$ cat config.mk
export PLATFORM = sky130hd
export DESIGN_NAME = rx_idle_blanker
export DESIGN_NICKNAME = d
export VERILOG_FILES = /design/src/rtl/rx_blank_pkg.sv /design/src/rtl/rx_blank_prescaler.sv /design/src/rtl/rx_blank_timer.sv /design/src/rtl/rx_blank_gate.sv /design/src/rtl/rx_idle_blanker.sv
export SDC_FILE = /design/constraint.sdc
export NUM_CORES = 1
export LEC_CHECK = 0
export BUFFER_PORTS_ARGS = -buffer_cell sky130_fd_sc_hd__buf_4
export CAP_MARGIN = 40
export CORE_AREA = 5 5 42 44
export CTS_BUF_LIST = sky130_fd_sc_hd__clkbuf_16
export DETAILED_ROUTE_END_ITERATION = 6
export DIE_AREA = 0 0 47 49
export PLACE_DENSITY = 0.65
export SKIP_LAST_GASP = 1
export SLEW_MARGIN = 10
export SYNTH_ARGS = -nofsm -noshare
export SYNTH_HDL_FRONTEND = slang
export SYNTH_SLANG_ARGS = --single-unit
$ cat constraint.sdc
create_clock -name clk -period 1.8 [get_ports clk]
set_clock_uncertainty 0.15 [all_clocks]
set_input_delay 0 -clock clk [delete_from_list [all_inputs] [get_ports clk]]
set_output_delay 0 -clock clk [all_outputs]
set_load 0.03 [all_outputs]
$ cat src/rtl/rx_blank_pkg.sv
package rx_blank_pkg;

    localparam int SYM_W    = 8;
    localparam int DLY_W    = 4;
    localparam int DLY_RST  = 3;

    typedef struct packed {
        logic             valid;
        logic [SYM_W-1:0] data;
    } rx_sym_t;

    typedef enum logic {
        GATE_OPEN  = 1'b0,
        GATE_SHUT  = 1'b1
    } gate_st_e;

    function automatic int ticks_per_unit(input int clk_ps, input int unit_ps);
        return (unit_ps + clk_ps - 1) / clk_ps;
    endfunction

    function automatic rx_sym_t squash(input rx_sym_t s, input logic shut);
        rx_sym_t r;
        r = s;
        if (shut) begin
            r.valid = 1'b0;
            r.data  = '0;
        end
        return r;
    endfunction

endpackage

$ cat src/rtl/rx_blank_prescaler.sv
module rx_blank_prescaler #(
    parameter int TICK_CYCLES = 4
) (
    input  logic clk,
    input  logic rst,
    output logic tick_o
);
    localparam int CW = (TICK_CYCLES > 1) ? $clog2(TICK_CYCLES) : 1;
    localparam logic [CW-1:0] LAST = CW'(TICK_CYCLES - 1);

    generate
        if (TICK_CYCLES > 1) begin : g_div
            logic [CW-1:0] phase_q;
            always_ff @(posedge clk) begin
                if (rst)                phase_q <= '0;
                else if (phase_q == LAST) phase_q <= '0;
                else                    phase_q <= phase_q + 1'b1;
            end
            assign tick_o = (phase_q == LAST);

            // a tick never lasts two cycles
            a_r3_tick_single: assert property (@(posedge clk) disable iff (rst)
                tick_o |=> !tick_o);
        end else begin : g_pass
            assign tick_o = 1'b1;
        end
    endgenerate
endmodule

$ cat src/rtl/rx_blank_timer.sv
module rx_blank_timer
    import rx_blank_pkg::*;
(
    input  logic             clk,
    input  logic             rst,
    input  logic             tick_i,
    input  logic             start_i,
    input  logic             bypass_i,
    input  logic [DLY_W-1:0] dly_i,
    output logic             shut_o
);
    gate_st_e         st_q;
    logic [DLY_W-1:0] left_q;

    always_ff @(posedge clk) begin
        if (rst) begin
            st_q   <= GATE_OPEN;
            left_q <= '0;
        end else if (bypass_i) begin
            st_q   <= GATE_OPEN;
        end else if (start_i) begin
            st_q   <= GATE_SHUT;
            left_q <= dly_i;
        end else if (st_q == GATE_SHUT && tick_i) begin
            if (left_q == '0) st_q   <= GATE_OPEN;
            else              left_q <= left_q - 1'b1;
        end
    end

    assign shut_o = (st_q == GATE_SHUT);

    // a pulse without bypass shuts the gate on the next cycle
    a_r2_pulse_shuts: assert property (@(posedge clk) disable iff (rst)
        (start_i && !bypass_i) |=> shut_o);

    // bypass always leaves the gate open
    a_r9_bypass_opens: assert property (@(posedge clk) disable iff (rst)
        bypass_i |=> !shut_o);

    // without a tick the hold-off cannot finish
    a_r3_no_early_open: assert property (@(posedge clk) disable iff (rst)
        (shut_o && !tick_i && !bypass_i) |=> shut_o);

    // the remaining count only falls while shut and not restarted
    a_r5_count_monotone: assert property (@(posedge clk) disable iff (rst)
        (shut_o && !start_i && !bypass_i) |=> (left_q <= $past(left_q)));
endmodule

$ cat src/rtl/rx_blank_gate.sv
module rx_blank_gate
    import rx_blank_pkg::*;
(
    input  rx_sym_t in_i,
    input  logic    shut_i,
    output rx_sym_t out_o
);
    always_comb out_o = squash(in_i, shut_i);
endmodule

$ cat src/rtl/rx_idle_blanker.sv
module rx_idle_blanker
    import rx_blank_pkg::*;
#(
    parameter int CLK_PS  = 4000,
    parameter int UNIT_PS = 16000
) (
    input  logic             clk,
    input  logic             rst,
    input  logic [SYM_W-1:0] rx_data_i,
    input  logic             rx_valid_i,
    input  logic             eios_det_i,
    input  logic [DLY_W-1:0] idle_dly_i,
    input  logic             blank_off_i,
    output logic [SYM_W-1:0] rx_data_o,
    output logic             rx_valid_o,
    output logic             blank_active_o,
    output logic             exit_det_en_o
);
    localparam int TICK_CYCLES = ticks_per_unit(CLK_PS, UNIT_PS);

    logic    tick;
    logic    shut;
    rx_sym_t sym_in;
    rx_sym_t sym_out;

    rx_blank_prescaler #(.TICK_CYCLES(TICK_CYCLES)) u_pre (
        .clk    (clk),
        .rst    (rst),
        .tick_o (tick)
    );

    rx_blank_timer u_tmr (
        .clk      (clk),
        .rst      (rst),
        .tick_i   (tick),
        .start_i  (eios_det_i),
        .bypass_i (blank_off_i),
        .dly_i    (idle_dly_i),
        .shut_o   (shut)
    );

    assign sym_in.valid = rx_valid_i;
    assign sym_in.data  = rx_data_i;

    rx_blank_gate u_gate (
        .in_i   (sym_in),
        .shut_i (shut),
        .out_o  (sym_out)
    );

    assign rx_data_o      = sym_out.data;
    assign rx_valid_o     = sym_out.valid;
    assign blank_active_o = shut;
    assign exit_det_en_o  = !shut;

    // nothing leaks while the hold-off runs
    a_r7_squashed: assert property (@(posedge clk) disable iff (rst)
        blank_active_o |-> (!rx_valid_o && rx_data_o == '0));

    // the exit detectors come back only after a tick or bypass
    a_r8_reopen_cause: assert property (@(posedge clk) disable iff (rst)
        $rose(exit_det_en_o) |-> ($past(tick) || $past(blank_off_i)));
endmodule

-- Word level (Yosys, flattened, before mapping)
Index checks and enable logic that the tools add are counted.
- bitwise gates (word level): 1
- equal/unequal tests: 2
- reduce and logical (&&, ||, !) cells: 9
- multiplexer cells: 7
- add/sub/neg operators: 2
- operators by type and width (operator ; number):
    $mux 4 ; 3
    $mux 9 ; 1
    $logic_not 4->1 ; 1
    $reduce_bool 2->1 ; 2
    $reduce_or 2->1 ; 2
    $sub 4x1->4 const B ; 1
    $mux 1 ; 3
    $reduce_and 3->1 ; 1
    $add 2x1->2 const B ; 1
    $eq 2x2->1 const B ; 1
    $ne 2x2->1 const B ; 1
    $reduce_and 2->1 ; 1
    $logic_and 1x1->1 ; 1
    $logic_not 1->1 ; 1
    $not 1->1 ; 1
- output and inout bits: 11
- word-level logic and storage cells: 24
- register bits after elaboration: 7
- input bits: 17

-- Logic depth before layout (Yosys ltp)
Gate-level depths: netlist (run 1).
- depth in word-level cells: 4
- mapped depth: 5
- depth with buffers taken out: 5

-- By module
From an unflattened synthesis (run 1), not the netlist that was laid out.
- cell total of the unflattened synthesis: 51
- area, all modules: 444.2 µm²
- by module, submodules not included (module ; instances ; area each (µm²) ; seq. area each (µm²) ; cells each):
    rx_blank_timer ; 1 ; 309.0 ; 100.1 ; 36
    rx_blank_prescaler ; 1 ; 75.1 ; 40.0 ; 5
    rx_blank_gate ; 1 ; 56.3 ; 0.0 ; 9
    rx_idle_blanker ; 1 ; 3.8 ; 0.0 ; 1

-- Worst setup path before layout (run 1)
Ideal clock, no wire load.
- kind: reg2reg
- start: reg u_tmr.st_q, in the netlist u_tmr.shut_o
- end: reg u_tmr.left_q[0]
- required time: 1.528 ns
- path buffers: 0
- cell stages (with the launch flop): 4
- library setup time: 0.122 ns
- clock period less this slack: 1.540 ns
- arrival: 1.269 ns
- slack: 0.260 ns
- cell sequence: dfxtp_1 -> a21oi_1 -> or2_0 -> o311a_1
- cells in the longest elaborated chain, start to end: 3
- ends and longest elaborated chain (what ; RTL line ; text):
    start: declaration ; rx_blank_timer.sv:12 ; gate_st_e st_q;
    start signal: assignment ; rx_blank_timer.sv:17 ; st_q <= GATE_OPEN;
    start signal: assignment ; rx_blank_timer.sv:20 ; st_q <= GATE_OPEN;
    start signal: assignment ; rx_blank_timer.sv:22 ; st_q <= GATE_SHUT;
    $logic_and 1x1->1 ; rx_blank_timer.sv:24 ; end else if (st_q == GATE_SHUT && tick_i) begin
    $reduce_bool 2->1 (no source line) ; -- ;
    $reduce_and 3->1 (no source line) ; -- ;
    end signal: assignment ; rx_blank_timer.sv:23 ; left_q <= dly_i;
    end signal: assignment ; rx_blank_timer.sv:26 ; else left_q <= left_q - 1'b1;
    end: declaration ; rx_blank_timer.sv:13 ; logic [DLY_W-1:0] left_q;
No other way between the ends.
A chain may end at the register's enable or synchronous reset.

-- Final worst setup path (run 1)
- start: reg u_tmr.left_q[0]
- end: reg u_tmr.left_q[1]
- cells in the longest elaborated chain, start to end: 4
- elaborated cells on any way between the ends: 7
- those cells by class: add/sub: 1; eq/ne: 1; mux: 3; reduce/logical: 2
- ends and longest elaborated chain (what ; RTL line ; text):
    $sub 4x1->4 ; rx_blank_timer.sv:26 ;
    $mux 4 ; rx_blank_timer.sv:25 ; if (left_q == '0) st_q <= GATE_OPEN;
    $mux 4 ; rx_blank_timer.sv:24 ;
    $mux 4 ; rx_blank_timer.sv:21 ; end else if (start_i) begin
Several ways; a longest one is shown, not always the timed one. The select of a mux whose other input is x is not followed.

==> load_flow_metrics.sql, run 1 <==
INSERT INTO impl_metrics (metric_group, metric, value, unit) VALUES
('die', 'coreArea', '0.00140', 'mm²'),
('finish', 'layout_cell_share_with_drive_strength_beyond_1', '35.2', '%'),
('logic_synthesis', 'seq_area_frac_synth', '31.5', '%'),
('routing', 'route.antenna.remaining_nets', '0', ''),
('power_and_ir_drop', 'leakage', '0.369', 'nW'),
('sta', 'setup-violations-final', '0', ''),
('worst_setup_path', 'timing_worst_setup_path_type', 'flop to flop', ''),
('flow_run', 'maxCapViolations', '0', ''),
('worst_setup_path', 'critical_path_arrival', '1.65', 'ns'),
('routing', 'routed_via_density', '4.79', ''),
('power_and_ir_drop', 'worst_ir_drop_vdd', '0.954', 'mV'),
('cts', 'numCtsBuffers', '3', ''),
('cts', 'clock-root-buffer', 'sky130_fd_sc_hd__clkbuf_16', ''),
('sta', 'max_slew_margin', '68.0', '%'),
('die', 'die_area', '0.00230', 'mm²'),
('routing', 'wl_final', '1.28', 'mm'),
('sta', 'timing.final.crit_share', '92.1', '%'),
('worst_setup_path', 'worst-endpoint-required', '1.79', 'ns'),
('global_route', 'vias_in_the_first_global_route', '516', ''),
('routing', 'drcViolationCount', '0', ''),
('routing', 'route.vias.total', '513', ''),
('die', 'effective_utilization_at_floorplan', '31.8', '%'),
('worst_setup_path', 'worst_setup_path_end_kind', 'flop', ''),
('finish', 'area_growth', '83.1', '%'),
('logic_synthesis', 'synth-seq-cells', '7', ''),
('routing', 'routed_wire_length_per_instance', '11.9', 'µm'),
('worst_setup_path', 'crit_family', 'simple AND/OR/NAND/NOR gates', ''),
('sta', 'final_period_minus_worst_setup_slack', '1.66', 'ns'),
('die', 'fp.dieH', '49', 'µm'),
('routing', 'initialDrtViolationCount', '5', ''),
('die', 'pin_count', '28', ''),
('logic_synthesis', 'syn-num-nets', '73', ''),
('finish', 'finalNetCount', '111', ''),
('logic_synthesis', 'synth_top_cells_by_area', 'sky130_fd_sc_hd__dfxtp_1 (31%), sky130_fd_sc_hd__nor2b_1 (14%), sky130_fd_sc_hd__ha_1 (5.6%), sky130_fd_sc_hd__o31ai_1 (5.1%), sky130_fd_sc_hd__inv_1 (4.2%)', ''),
('sta', 'final_max_slew_viol_count', '0', ''),
('cts', 'clock_path_buffers', '2', ''),
('placement', 'place.gp.congestion', '0.819', ''),
('global_route', 'globalRouteOverflowTotal', '0', ''),
('cts', 'worstSkewPairLatency', '0.23', 'ns'),
('finish', 'insertedDiodeCount', '0', ''),
('placement', 'place_hpwl', '991', 'µm'),
('min_path', 'worst_hold_path_type', 'input port to output pin', ''),
('logic_synthesis', 'netlist.top_cell.by_area', 'sky130_fd_sc_hd__dfxtp_1', ''),
('worst_setup_path', 'critPathSlowestCell', 'sky130_fd_sc_hd__dfxtp_1', ''),
('logic_synthesis', 'yosys.cell_types.count', '24', ''),
('logic_synthesis', 'synthesis.yosys.warnings', '0', ''),
('sta', 'hold_ws', '0.193', 'ns'),
('sta', 'final_hold_viol_count', '0', ''),
('worst_setup_path', 'path_cells', 'inv_1 -> ha_1 -> nor4b_2 -> or3_1 -> o31ai_1', ''),
('worst_setup_path', 'critical_path.max_fanout', '6', ''),
('placement', 'dpl.cell_count', '96', ''),
('sta', 'tightestPinTransition', '0.479', 'ns'),
('cts', 'cts-htree-levels', '1', ''),
('power_and_ir_drop', 'powerDensity', '883', 'mW/mm²'),
('global_route', 'grt_antenna_before_repair', '0', ''),
('die', 'die_width', '47', 'µm'),
('logic_synthesis', 'netlist.area_leader.share', '31.5', '%'),
('cts', 'tritoncts_clock_tree', 'yes', ''),
('cts', 'tritoncts_num_sinks', '7', ''),
('sta', 'fin_setup_tns', '0', 'ns'),
('global_route', 'largest_net_degree_at_the_start_of_global_routing', '14', ''),
('sta', 'grt_setup_unrepaired', 'no', ''),
('routing', 'drt_pass1_iterations', '4', ''),
('worst_setup_path', 'path_buf_inv', '1', ''),
('die', 'core.rowCount', '14', ''),
('placement', 'buffer_ports.inserted', '27', ''),
('sta', 'max_clock_freq', '603', 'MHz'),
('worst_setup_path', 'cpPeakStageDelay', '0.36', 'ns'),
('logic_synthesis', 'post_synth_instance_area', '445', 'µm²'),
('global_route', 'grt_use_total', '12.7', '%'),
('logic_synthesis', 'post_synth_inst_count', '54', ''),
('power_and_ir_drop', 'design_power_total', '0.721', 'mW'),
('global_route', 'wire_length_of_the_first_global_routing_pass', '2.17', 'mm'),
('status', 'outcome', 'complete, no violations', ''),
('cts', 'cts_repair_resize_count', '0', ''),
('worst_setup_path', 'startpoint_kind_of_the_worst_setup_timing_path', 'flop', ''),
('finish', 'layout.cells.non_filler', '107', ''),
('logic_synthesis', 'synth.avg_cell_area', '8.25', 'µm²'),
('cts', 'path_clk_slew', '0.04', 'ns');
==> placed cells by master, fill, tap and decap left out, types with 2 or more instances in the layout <==
master	n
sky130_fd_sc_hd__ha_1	2
sky130_fd_sc_hd__inv_1	6
sky130_fd_sc_hd__nor3b_1	2
sky130_fd_sc_hd__o311ai_0	2
sky130_fd_sc_hd__dlygate4sd3_1	7
sky130_fd_sc_hd__nor2_1	3
sky130_fd_sc_hd__o31ai_1	3
sky130_fd_sc_hd__buf_4	28
sky130_fd_sc_hd__dfxtp_1	7
sky130_fd_sc_hd__nor2b_1	10
sky130_fd_sc_hd__nand2_1	2
sky130_fd_sc_hd__nor3_1	2
sky130_fd_sc_hd__clkbuf_16	3
sky130_fd_sc_hd__a21oi_1	3
==> worst register-to-register path, delay by kind of cell, from the launching register on <==
| kind | cells | cell delay, ns |
|---|---|---|
| adder cells (fa/ha/maj) | 1 | 0.23 |
| AO/OA/AOI/OAI | 1 | 0.23 |
| AND/OR/NAND/NOR | 2 | 0.54 |
| buffers and inverters | 1 | 0.08 |
| flip-flops | 1 | 0.36 |
==> cell usage after synthesis <==
cell type                  instances
sky130_fd_sc_hd__o31a_1            1
sky130_fd_sc_hd__nor4b_2           1
sky130_fd_sc_hd__buf_2             1
sky130_fd_sc_hd__inv_1             5
sky130_fd_sc_hd__nor3_1            2
sky130_fd_sc_hd__clkbuf_1          1
sky130_fd_sc_hd__or3_1             1
sky130_fd_sc_hd__a21oi_1           3
sky130_fd_sc_hd__ha_1              2
sky130_fd_sc_hd__o311a_1           1
sky130_fd_sc_hd__dfxtp_1           7
sky130_fd_sc_hd__o21ai_0           1
sky130_fd_sc_hd__nor4_1            1
sky130_fd_sc_hd__o211ai_1          1
sky130_fd_sc_hd__o31ai_1           3
sky130_fd_sc_hd__o311ai_0          2
sky130_fd_sc_hd__nor4b_1           1
sky130_fd_sc_hd__nor2_1            3
sky130_fd_sc_hd__or2_0             1
sky130_fd_sc_hd__a211o_1           1
sky130_fd_sc_hd__o41ai_1           1
sky130_fd_sc_hd__nor2b_1          10
sky130_fd_sc_hd__nand2_1           2
sky130_fd_sc_hd__nor3b_1           2
==> final cells by class <==
cell class / count / area [µm²]
tap: 16 / 20.0
clock inverter: 1 / 3.75
clock buffer: 3 / 75.1
timing repair buffer: 35 / 280
fill: 126 / 586
sequential: 7 / 140
inverter: 5 / 18.8
multi-input combinational: 40 / 278
==> registers in the layout (all words and copies together), names as in the netlist <==
signal,flops
u_pre.g_div.phase_q,2
u_tmr.left_q,4
u_tmr.shut_o,1
==> final timing paths <==
check	cells past startpoint	from	endpoint	slack (ns)
worst max-delay path	5	u_tmr.left_q[0]	u_tmr.left_q[1]	0.14
worst max register to register	5	u_tmr.left_q[0]	u_tmr.left_q[1]	0.14
worst min register to register	1	u_pre.g_div.phase_q[0]	u_pre.g_div.phase_q[0]	0.28
worst min-delay path	3	rx_data_i[1]	rx_data_o[1]	0.19
==> where the power goes <==
part | total, mW | switching [mW] | internal (mW)
clock | 0.368 | 0.0792 | 0.288
sequential | 0.179 | 0.00946 | 0.169
combinational | 0.175 | 0.0875 | 0.0870
==> cell families after synthesis <==
kind of cell,after synthesis,share of synthesized area [%]
DFF,7,31.5
AOI/OAI and AO/OA,14,23.3
buffers and inverters,7,6.18
and+or+nand+nor,24,33.4
adders and majority gates,2,5.62
==> timing repair <==
item	in CTS	in global routing
hold buffers	7	0
hold endpoints to repair	7	0
buffers inserted	0	0
==> metrics by stage <==
step	utilization (%)	setup slack (ns)	cell area, µm²
after detailed placement	47.6	0.156	667
after CTS	58.2	0.143	816
after global placement	47.6	0.213	667
after floorplan	-	0.260	445
final	58.2	0.142	816
after global routing	58.2	0.0292	816
==> per-layer routing <==
metal / vias up / GRT usage [%] / part of all wire [%]
li1: 274 / - / -
met1: 232 / 15.6 / 43
met2: 7 / 19.7 / 53
met3: 0 / 6.64 / 3.8
met4: 0 / 2.30 / 0
met5: - / 0 / 0
Note: power is estimated with default switching activity, not from simulation.
==> inputs of run 2 (changes only) <==
--- a/config.mk
+++ b/config.mk
@@ -12,6 +12,7 @@
 export DETAILED_ROUTE_END_ITERATION = 6
 export DIE_AREA = 0 0 47 49
 export PLACE_DENSITY = 0.65
+export SETUP_SLACK_MARGIN = 0.15
 export SKIP_LAST_GASP = 1
 export SLEW_MARGIN = 10
 export SYNTH_ARGS = -nofsm -noshare
==> run 2 against run 1 <==
  * Fmax increased by 4.9%
  * Sequential share of layout area decreased by 0.21 points
  * Cell count unchanged
  * Combinational power increased by 5%
  * Non-clock buffer count unchanged
  * First-iteration DRC count increased by 40%
  * Power increased by 1.4%
  * Flip-flop and latch count unchanged
  * Clock power about the same
  * Die area unchanged
  * Hold slack about the same
  * Register-to-register slack improved by 0.08 ns
  * Critical path type unchanged
  * Critical endpoint is now u_tmr.left_q[2]
==> load_flow_metrics.sql, run 2 (synthesis results as in run 1) <==
INSERT INTO impl_metrics (metric_group, metric, value, unit) VALUES
('worst_setup_path', 'timing_worst_setup_path_type', 'flop to flop', ''),
('worst_setup_path', 'worstRegToRegCells', '5', ''),
('sta', 'timing.final.crit_share', '87.8', '%'),
('cts', 'numCtsBuffers', '3', ''),
('worst_setup_path', 'critPathLaunch', 'u_tmr.left_q[0]', ''),
('finish', 'mostFrequentLayoutCells', 'sky130_fd_sc_hd__buf_4 (28), sky130_fd_sc_hd__nor2b_1 (10), sky130_fd_sc_hd__dlygate4sd3_1 (7), sky130_fd_sc_hd__inv_1 (6), sky130_fd_sc_hd__dfxtp_1 (5)', ''),
('routing', 'routed_via_density', '4.87', ''),
('flow_run', 'maxCapViolations', '0', ''),
('power_and_ir_drop', 'worst_ir_drop_vdd', '0.955', 'mV'),
('placement', 'place_hpwl', '991', 'µm'),
('routing', 'route.vias.total', '521', ''),
('die', 'fp.dieH', '49', 'µm'),
('worst_setup_path', 'cp-endpoint', 'u_tmr.left_q[2]', ''),
('sta', 'final_hold_viol_count', '0', ''),
('worst_setup_path', 'worst_setup_path_end_kind', 'flop', ''),
('worst_setup_path', 'r2r_start', 'u_tmr.left_q[0]', ''),
('global_route', 'vias_in_the_first_global_route', '516', ''),
('worst_setup_path', 'startpoint_kind_of_the_worst_setup_timing_path', 'flop', ''),
('routing', 'drt_pass1_iterations', '4', ''),
('cts', 'path_clk_slew', '0.04', 'ns'),
('die', 'core.rowCount', '14', ''),
('sta', 'final_period_minus_worst_setup_slack', '1.58', 'ns'),
('routing', 'drcViolationCount', '0', ''),
('sta', 'fin_setup_tns', '0', 'ns'),
('finish', 'insertedDiodeCount', '0', ''),
('finish', 'area_growth', '88.8', '%'),
('sta', 'max_clock_freq', '632', 'MHz'),
('global_route', 'wire_length_of_the_first_global_routing_pass', '2.17', 'mm'),
('cts', 'cts-htree-levels', '1', ''),
('finish', 'finalNetCount', '111', ''),
('global_route', 'grt_use_total', '12.7', '%'),
('worst_setup_path', 'rr_endpoint', 'u_tmr.left_q[2]', ''),
('routing', 'initialDrtViolationCount', '7', ''),
('worst_setup_path', 'critical_path_arrival', '1.57', 'ns'),
('worst_setup_path', 'worst-endpoint-required', '1.79', 'ns'),
('sta', 'setup-violations-final', '0', ''),
('sta', 'grt_setup_unrepaired', 'no', ''),
('cts', 'tritoncts_num_sinks', '7', ''),
('finish', 'layout.cells.non_filler', '107', ''),
('die', 'effective_utilization_at_floorplan', '31.8', '%'),
('global_route', 'globalRouteOverflowTotal', '0', ''),
('die', 'die_area', '0.00230', 'mm²'),
('power_and_ir_drop', 'powerDensity', '869', 'mW/mm²'),
('worst_setup_path', 'critical_path.max_fanout', '6', ''),
('global_route', 'grt_antenna_before_repair', '0', ''),
('placement', 'place.gp.congestion', '0.819', ''),
('finish', 'max_reg_flops', '4', ''),
('finish', 'register_name_with_the_most_flops', 'u_tmr.left_q', ''),
('cts', 'clock_path_buffers', '2', ''),
('routing', 'wl_final', '1.37', 'mm'),
('sta', 'final_max_slew_viol_count', '0', ''),
('routing', 'route.antenna.remaining_nets', '0', ''),
('finish', 'finish.instance_area', '841', 'µm²'),
('placement', 'buffer_ports.inserted', '27', ''),
('die', 'pin_count', '28', ''),
('placement', 'place_area', '667', 'µm²'),
('global_route', 'largest_net_degree_at_the_start_of_global_routing', '14', ''),
('placement', 'dpl.cell_count', '96', ''),
('power_and_ir_drop', 'leakage', '0.381', 'nW'),
('finish', 'area_used_by_multi_input_combinational_logic', '300', 'µm²'),
('min_path', 'worst_hold_path_type', 'input port to output pin', ''),
('min_path', 'hold_path.startpoint', 'rx_data_i[1]', ''),
('routing', 'routed_wire_length_per_instance', '12.8', 'µm'),
('worst_setup_path', 'rrSetupSlack', '0.22', 'ns'),
('status', 'outcome', 'complete, no violations', ''),
('cts', 'worstSkewPairLatency', '0.23', 'ns'),
('finish', 'register_area', '143', 'µm²'),
('die', 'coreArea', '0.00140', 'mm²'),
('finish', 'layout_cell_share_with_drive_strength_beyond_1', '40.7', '%'),
('die', 'die_width', '47', 'µm'),
('sta', 'tightestPinTransition', '0.381', 'ns'),
('cts', 'tritoncts_clock_tree', 'yes', ''),
('finish', 'nFillCells', '125', ''),
('finish', 'layout.cells.most_common', 'sky130_fd_sc_hd__buf_4', ''),
('cts', 'clock-root-buffer', 'sky130_fd_sc_hd__clkbuf_16', ''),
('sta', 'max_slew_margin', '74.3', '%');
[run 2: cell counts in the layout (fill, tap and decap cells not counted)]
No cell type changed its count.
[run 2: worst min path at each step]
stage / to / slack (ns) / cells after the start
finish: rx_data_o[1] / 0.19 / 3
global route: rx_data_o[6] / 0.22 / 3
CTS: rx_data_o[1] / 0.19 / 3
detailed placement: u_tmr.shut_o / 0.08 / 2
global placement: u_pre.g_div.phase_q[0] / 0.07 / 2
floorplan: u_pre.g_div.phase_q[0] / -0.08 / 1
[run 2: per-layer routing]
| layer | track usage, % | vias to the layer above | part of all wire (%) |
|---|---|---|---|
| met3 | 6.64 | 0 | 4.0 |
| met4 | 2.30 | 0 | 0 |
| met5 | 0 | - | 0 |
| li1 | - | 270 | - |
| met2 | 19.7 | 9 | 55 |
| met1 | 15.6 | 242 | 41 |
[run 2: worst max-delay path, cell delays in order (launching register included)]
cell                      delay [ns]
sky130_fd_sc_hd__dfxtp_2        0.34
sky130_fd_sc_hd__inv_1          0.06
sky130_fd_sc_hd__ha_1           0.23
sky130_fd_sc_hd__nor4b_4        0.16
sky130_fd_sc_hd__or3_4          0.35
sky130_fd_sc_hd__o31ai_1        0.22
[run 2: area by class of cell]
cell class,instances,share of cell area [%]
sequential,7,17.0
timing repair buffer,35,33.3
clock inverter,1,0.446
inverter,5,2.23
clock buffer,3,8.93
multi-input combinational,40,35.7
tap,16,2.38
[run 2: through the flow]
| step | total power [mW] | util [%] | hold slack, ns | worst slack, ns |
|---|---|---|---|---|
| 3_3_place_gp | 0.342 | 47.6 | 0.0725 | 0.213 |
| 5_1_grt | 0.773 | 60.0 | 0.215 | 0.153 |
| 2_1_floorplan | 0.275 | - | -0.0789 | 0.260 |
| 4_1_cts | 0.733 | 58.3 | 0.194 | 0.164 |
| 3_5_place_dp | 0.344 | 47.6 | 0.0761 | 0.156 |
| 6_report | 0.731 | 60.0 | 0.193 | 0.219 |
[run 2: timing repair]
item,4_1_cts,5_1_grt
setup endpoints to repair,2,5
hold buffers,7,0
buffers inserted,0,0
resized for setup,1,5
hold endpoints to repair,7,0
[run 2: power by group]
part | switching [mW] | leakage (nW) | internal (mW)
registers | 0.0108 | 0.0584 | 0.170
clock network | 0.0785 | 0.0423 | 0.288
logic | 0.0913 | 0.281 | 0.0920
total | 0.181 | 0.381 | 0.550
==> inputs of run 3 (changes only) <==
--- a/config.mk
+++ b/config.mk
@@ -11,6 +11,7 @@
 export CTS_BUF_LIST = sky130_fd_sc_hd__clkbuf_16
 export DETAILED_ROUTE_END_ITERATION = 6
 export DIE_AREA = 0 0 47 49
+export MAX_ROUTING_LAYER = met4
 export PLACE_DENSITY = 0.65
 export SETUP_SLACK_MARGIN = 0.15
 export SKIP_LAST_GASP = 1
==> run 3 against run 2 <==
  * Core utilization did not move
  * Power barely moved
  * Critical endpoint unchanged
  * Die area did not move
  * Hold slack did not move
  * Critical path type unchanged
  * Largest cell class unchanged
  * Largest power group unchanged
  * Clock power barely moved
==> load_flow_metrics.sql, run 3 (synthesis results as in run 1) <==
INSERT INTO impl_metrics (metric_group, metric, value, unit) VALUES
('status', 'outcome', 'complete, no violations', ''),
('worst_setup_path', 'startpoint_kind_of_the_worst_setup_timing_path', 'flop', ''),
('die', 'coreArea', '0.00140', 'mm²'),
('cts', 'tritoncts_clock_tree', 'yes', ''),
('global_route', 'wire_length_of_the_first_global_routing_pass', '2.18', 'mm'),
('routing', 'drcViolationCount', '0', ''),
('cts', 'path_clk_slew', '0.04', 'ns'),
('cts', 'tritoncts_num_sinks', '7', ''),
('power_and_ir_drop', 'clock_power_share', '50.2', '%'),
('min_path', 'hold_path.startpoint', 'rx_data_i[1]', ''),
('min_path', 'worst_hold_path_type', 'input port to output pin', ''),
('power_and_ir_drop', 'cellInternalPower', '0.550', 'mW'),
('placement', 'buffer_ports.inserted', '27', ''),
('worst_setup_path', 'critical_path_arrival', '1.57', 'ns'),
('sta', 'timing.final.crit_share', '87.8', '%'),
('global_route', 'grt_antenna_before_repair', '0', ''),
('cts', 'worstSkewPairLatency', '0.23', 'ns'),
('cts', 'numCtsBuffers', '3', ''),
('power_and_ir_drop', 'power.switching_fraction', '24.8', '%'),
('routing', 'route.vias.total', '520', ''),
('sta', 'final_hold_viol_count', '0', ''),
('worst_setup_path', 'rr_endpoint', 'u_tmr.left_q[2]', ''),
('sta', 'max_clock_freq', '632', 'MHz'),
('flow_run', 'maxCapViolations', '0', ''),
('die', 'die_area', '0.00230', 'mm²'),
('placement', 'place.gp.congestion', '0.831', ''),
('finish', 'insertedDiodeCount', '0', ''),
('power_and_ir_drop', 'worst_ir_drop_vdd', '0.957', 'mV'),
('finish', 'nFillCells', '125', ''),
('finish', 'register_name_with_the_most_flops', 'u_tmr.left_q', ''),
('sta', 'setup-violations-final', '0', ''),
('worst_setup_path', 'critPathSlowestCell', 'sky130_fd_sc_hd__or3_4', ''),
('sta', 'final_max_slew_viol_count', '0', ''),
('cts', 'postCtsSetupRepairBufs', '0', ''),
('routing', 'initialDrtViolationCount', '7', ''),
('finish', 'finalCoreUtilization', '60.0', '%'),
('worst_setup_path', 'crit_family', 'simple AND/OR/NAND/NOR gates', ''),
('routing', 'drt_pass1_iterations', '4', ''),
('worst_setup_path', 'critical_path.max_fanout', '6', ''),
('worst_setup_path', 'path_buf_inv', '1', ''),
('sta', 'tightestPinTransition', '0.381', 'ns'),
('power_and_ir_drop', 'powerDensity', '870', 'mW/mm²'),
('worst_setup_path', 'cpPeakStageDelay', '0.35', 'ns'),
('worst_setup_path', 'worstRegToRegCells', '5', ''),
('sta', 'final_period_minus_worst_setup_slack', '1.58', 'ns'),
('power_and_ir_drop', 'seq_power_share', '24.7', '%'),
('worst_setup_path', 'path_cells', 'inv_1 -> ha_1 -> nor4b_4 -> or3_4 -> o31ai_1', ''),
('die', 'effective_utilization_at_floorplan', '31.8', '%'),
('power_and_ir_drop', 'comb_power_share', '25.1', '%'),
('routing', 'routed_via_density', '4.86', ''),
('worst_setup_path', 'worst_setup_path_end_kind', 'flop', ''),
('min_path', 'min_delay_worst_endpoint', 'rx_data_o[1]', ''),
('power_and_ir_drop', 'leakage', '0.381', 'nW'),
('die', 'pin_count', '28', ''),
('sta', 'grt_setup_unrepaired', 'no', ''),
('routing', 'routed_wire_length_per_instance', '12.7', 'µm'),
('finish', 'area_growth', '88.8', '%'),
('worst_setup_path', 'rrSetupSlack', '0.22', 'ns'),
('die', 'core.rowCount', '14', ''),
('finish', 'layout_cell_share_with_drive_strength_beyond_1', '40.7', '%'),
('routing', 'route.antenna.remaining_nets', '0', ''),
('worst_setup_path', 'timing_worst_setup_path_type', 'flop to flop', ''),
('finish', 'mostFrequentLayoutCells', 'sky130_fd_sc_hd__buf_4 (28), sky130_fd_sc_hd__nor2b_1 (10), sky130_fd_sc_hd__dlygate4sd3_1 (7), sky130_fd_sc_hd__inv_1 (6), sky130_fd_sc_hd__dfxtp_1 (5)', ''),
('sta', 'fin_setup_tns', '0', 'ns'),
('cts', 'cts-htree-levels', '1', ''),
('routing', 'wl_final', '1.36', 'mm'),
('finish', 'max_reg_flops', '4', ''),
('global_route', 'grt_use_total', '13.1', '%'),
('die', 'fp.dieH', '49', 'µm'),
('global_route', 'globalRouteOverflowTotal', '0', ''),
('global_route', 'largest_net_degree_at_the_start_of_global_routing', '14', ''),
('finish', 'finalNetCount', '111', ''),
('min_path', 'hold-path-cell-count', '3', ''),
('cts', 'clock-root-buffer', 'sky130_fd_sc_hd__clkbuf_16', ''),
('sta', 'max_slew_margin', '74.3', '%'),
('placement', 'place_hpwl', '991', 'µm'),
('worst_setup_path', 'r2r_start', 'u_tmr.left_q[0]', ''),
('power_and_ir_drop', 'switching_power', '0.181', 'mW'),
('worst_setup_path', 'worst-endpoint-required', '1.79', 'ns'),
('global_route', 'vias_in_the_first_global_route', '516', ''),
('cts', 'clock_path_buffers', '2', ''),
('finish', 'layout.cells.most_common', 'sky130_fd_sc_hd__buf_4', ''),
('die', 'die_width', '47', 'µm');
-- run 3: area by class of cell --
cell class,count,area (µm²),share of cell area (%)
repair buffers,35,280,33.3
clock inverters,1,3.75,0.446
flip-flops and latches,7,143,17.0
multi-input cells,40,300,35.7
clock buffers,3,75.1,8.93
inverters,5,18.8,2.23
well taps,16,20.0,2.38
-- run 3: how the worst max path moves through the flow --
stage                    start              end  depth (start not counted)
5_1_grt        u_tmr.left_q[0]  u_tmr.left_q[3]                          5
2_1_floorplan     u_tmr.shut_o  u_tmr.left_q[0]                          3
3_3_place_gp   u_tmr.left_q[0]  u_tmr.left_q[2]                          5
4_1_cts        u_tmr.left_q[1]  u_tmr.left_q[1]                          5
3_5_place_dp   u_tmr.left_q[0]  u_tmr.left_q[1]                          5
6_report       u_tmr.left_q[0]  u_tmr.left_q[2]                          5
-- run 3: worst min-delay path: cells and delay by family --
kind          cells  cell delay, ns
buf+inv           2            0.23
simple gates      1            0.11
-- run 3: power groups by stage --
| stage | Sequential, mW | Clock, mW | Combinational, mW |
|---|---|---|---|
| floorplan | 0.181 | 0 | 0.0935 |
| global placement | 0.180 | 0 | 0.162 |
| detailed placement | 0.181 | 0 | 0.163 |
| CTS | 0.179 | 0.378 | 0.176 |
| global route | 0.182 | 0.390 | 0.200 |
| finish | 0.181 | 0.367 | 0.183 |
-- run 3: per-stage QoR --
step / setup WS, ns / cell area [µm²] / cells / total power [mW] / hold slack, ns
2_1_floorplan: 0.260 / 445 / 54 / 0.275 / -0.0789
3_3_place_gp: 0.213 / 667 / 96 / 0.342 / 0.0725
3_5_place_dp: 0.156 / 667 / 96 / 0.344 / 0.0761
4_1_cts: 0.164 / 817 / 107 / 0.733 / 0.194
5_1_grt: 0.153 / 841 / 107 / 0.773 / 0.215
6_report: 0.219 / 841 / 107 / 0.731 / 0.193
-- run 3: routing by layer --
metal | up-vias | part of all wire [%] | track usage, % | routed length (µm)
li1 | 270 | - | - | -
met1 | 241 | 41 | 15.8 | 556
met2 | 9 | 55 | 19.7 | 752
met3 | 0 | 4.0 | 6.64 | 54
met4 | 0 | 0 | 2.30 | 0
met5 | - | 0 | - | 0
-- run 3: what timing repair did --
action / CTS / global route
hold endpoints to repair: 7 / 0
cloned: 0 / 0
resized for setup: 1 / 5
hold buffers: 7 / 0
setup endpoints to repair: 2 / 5
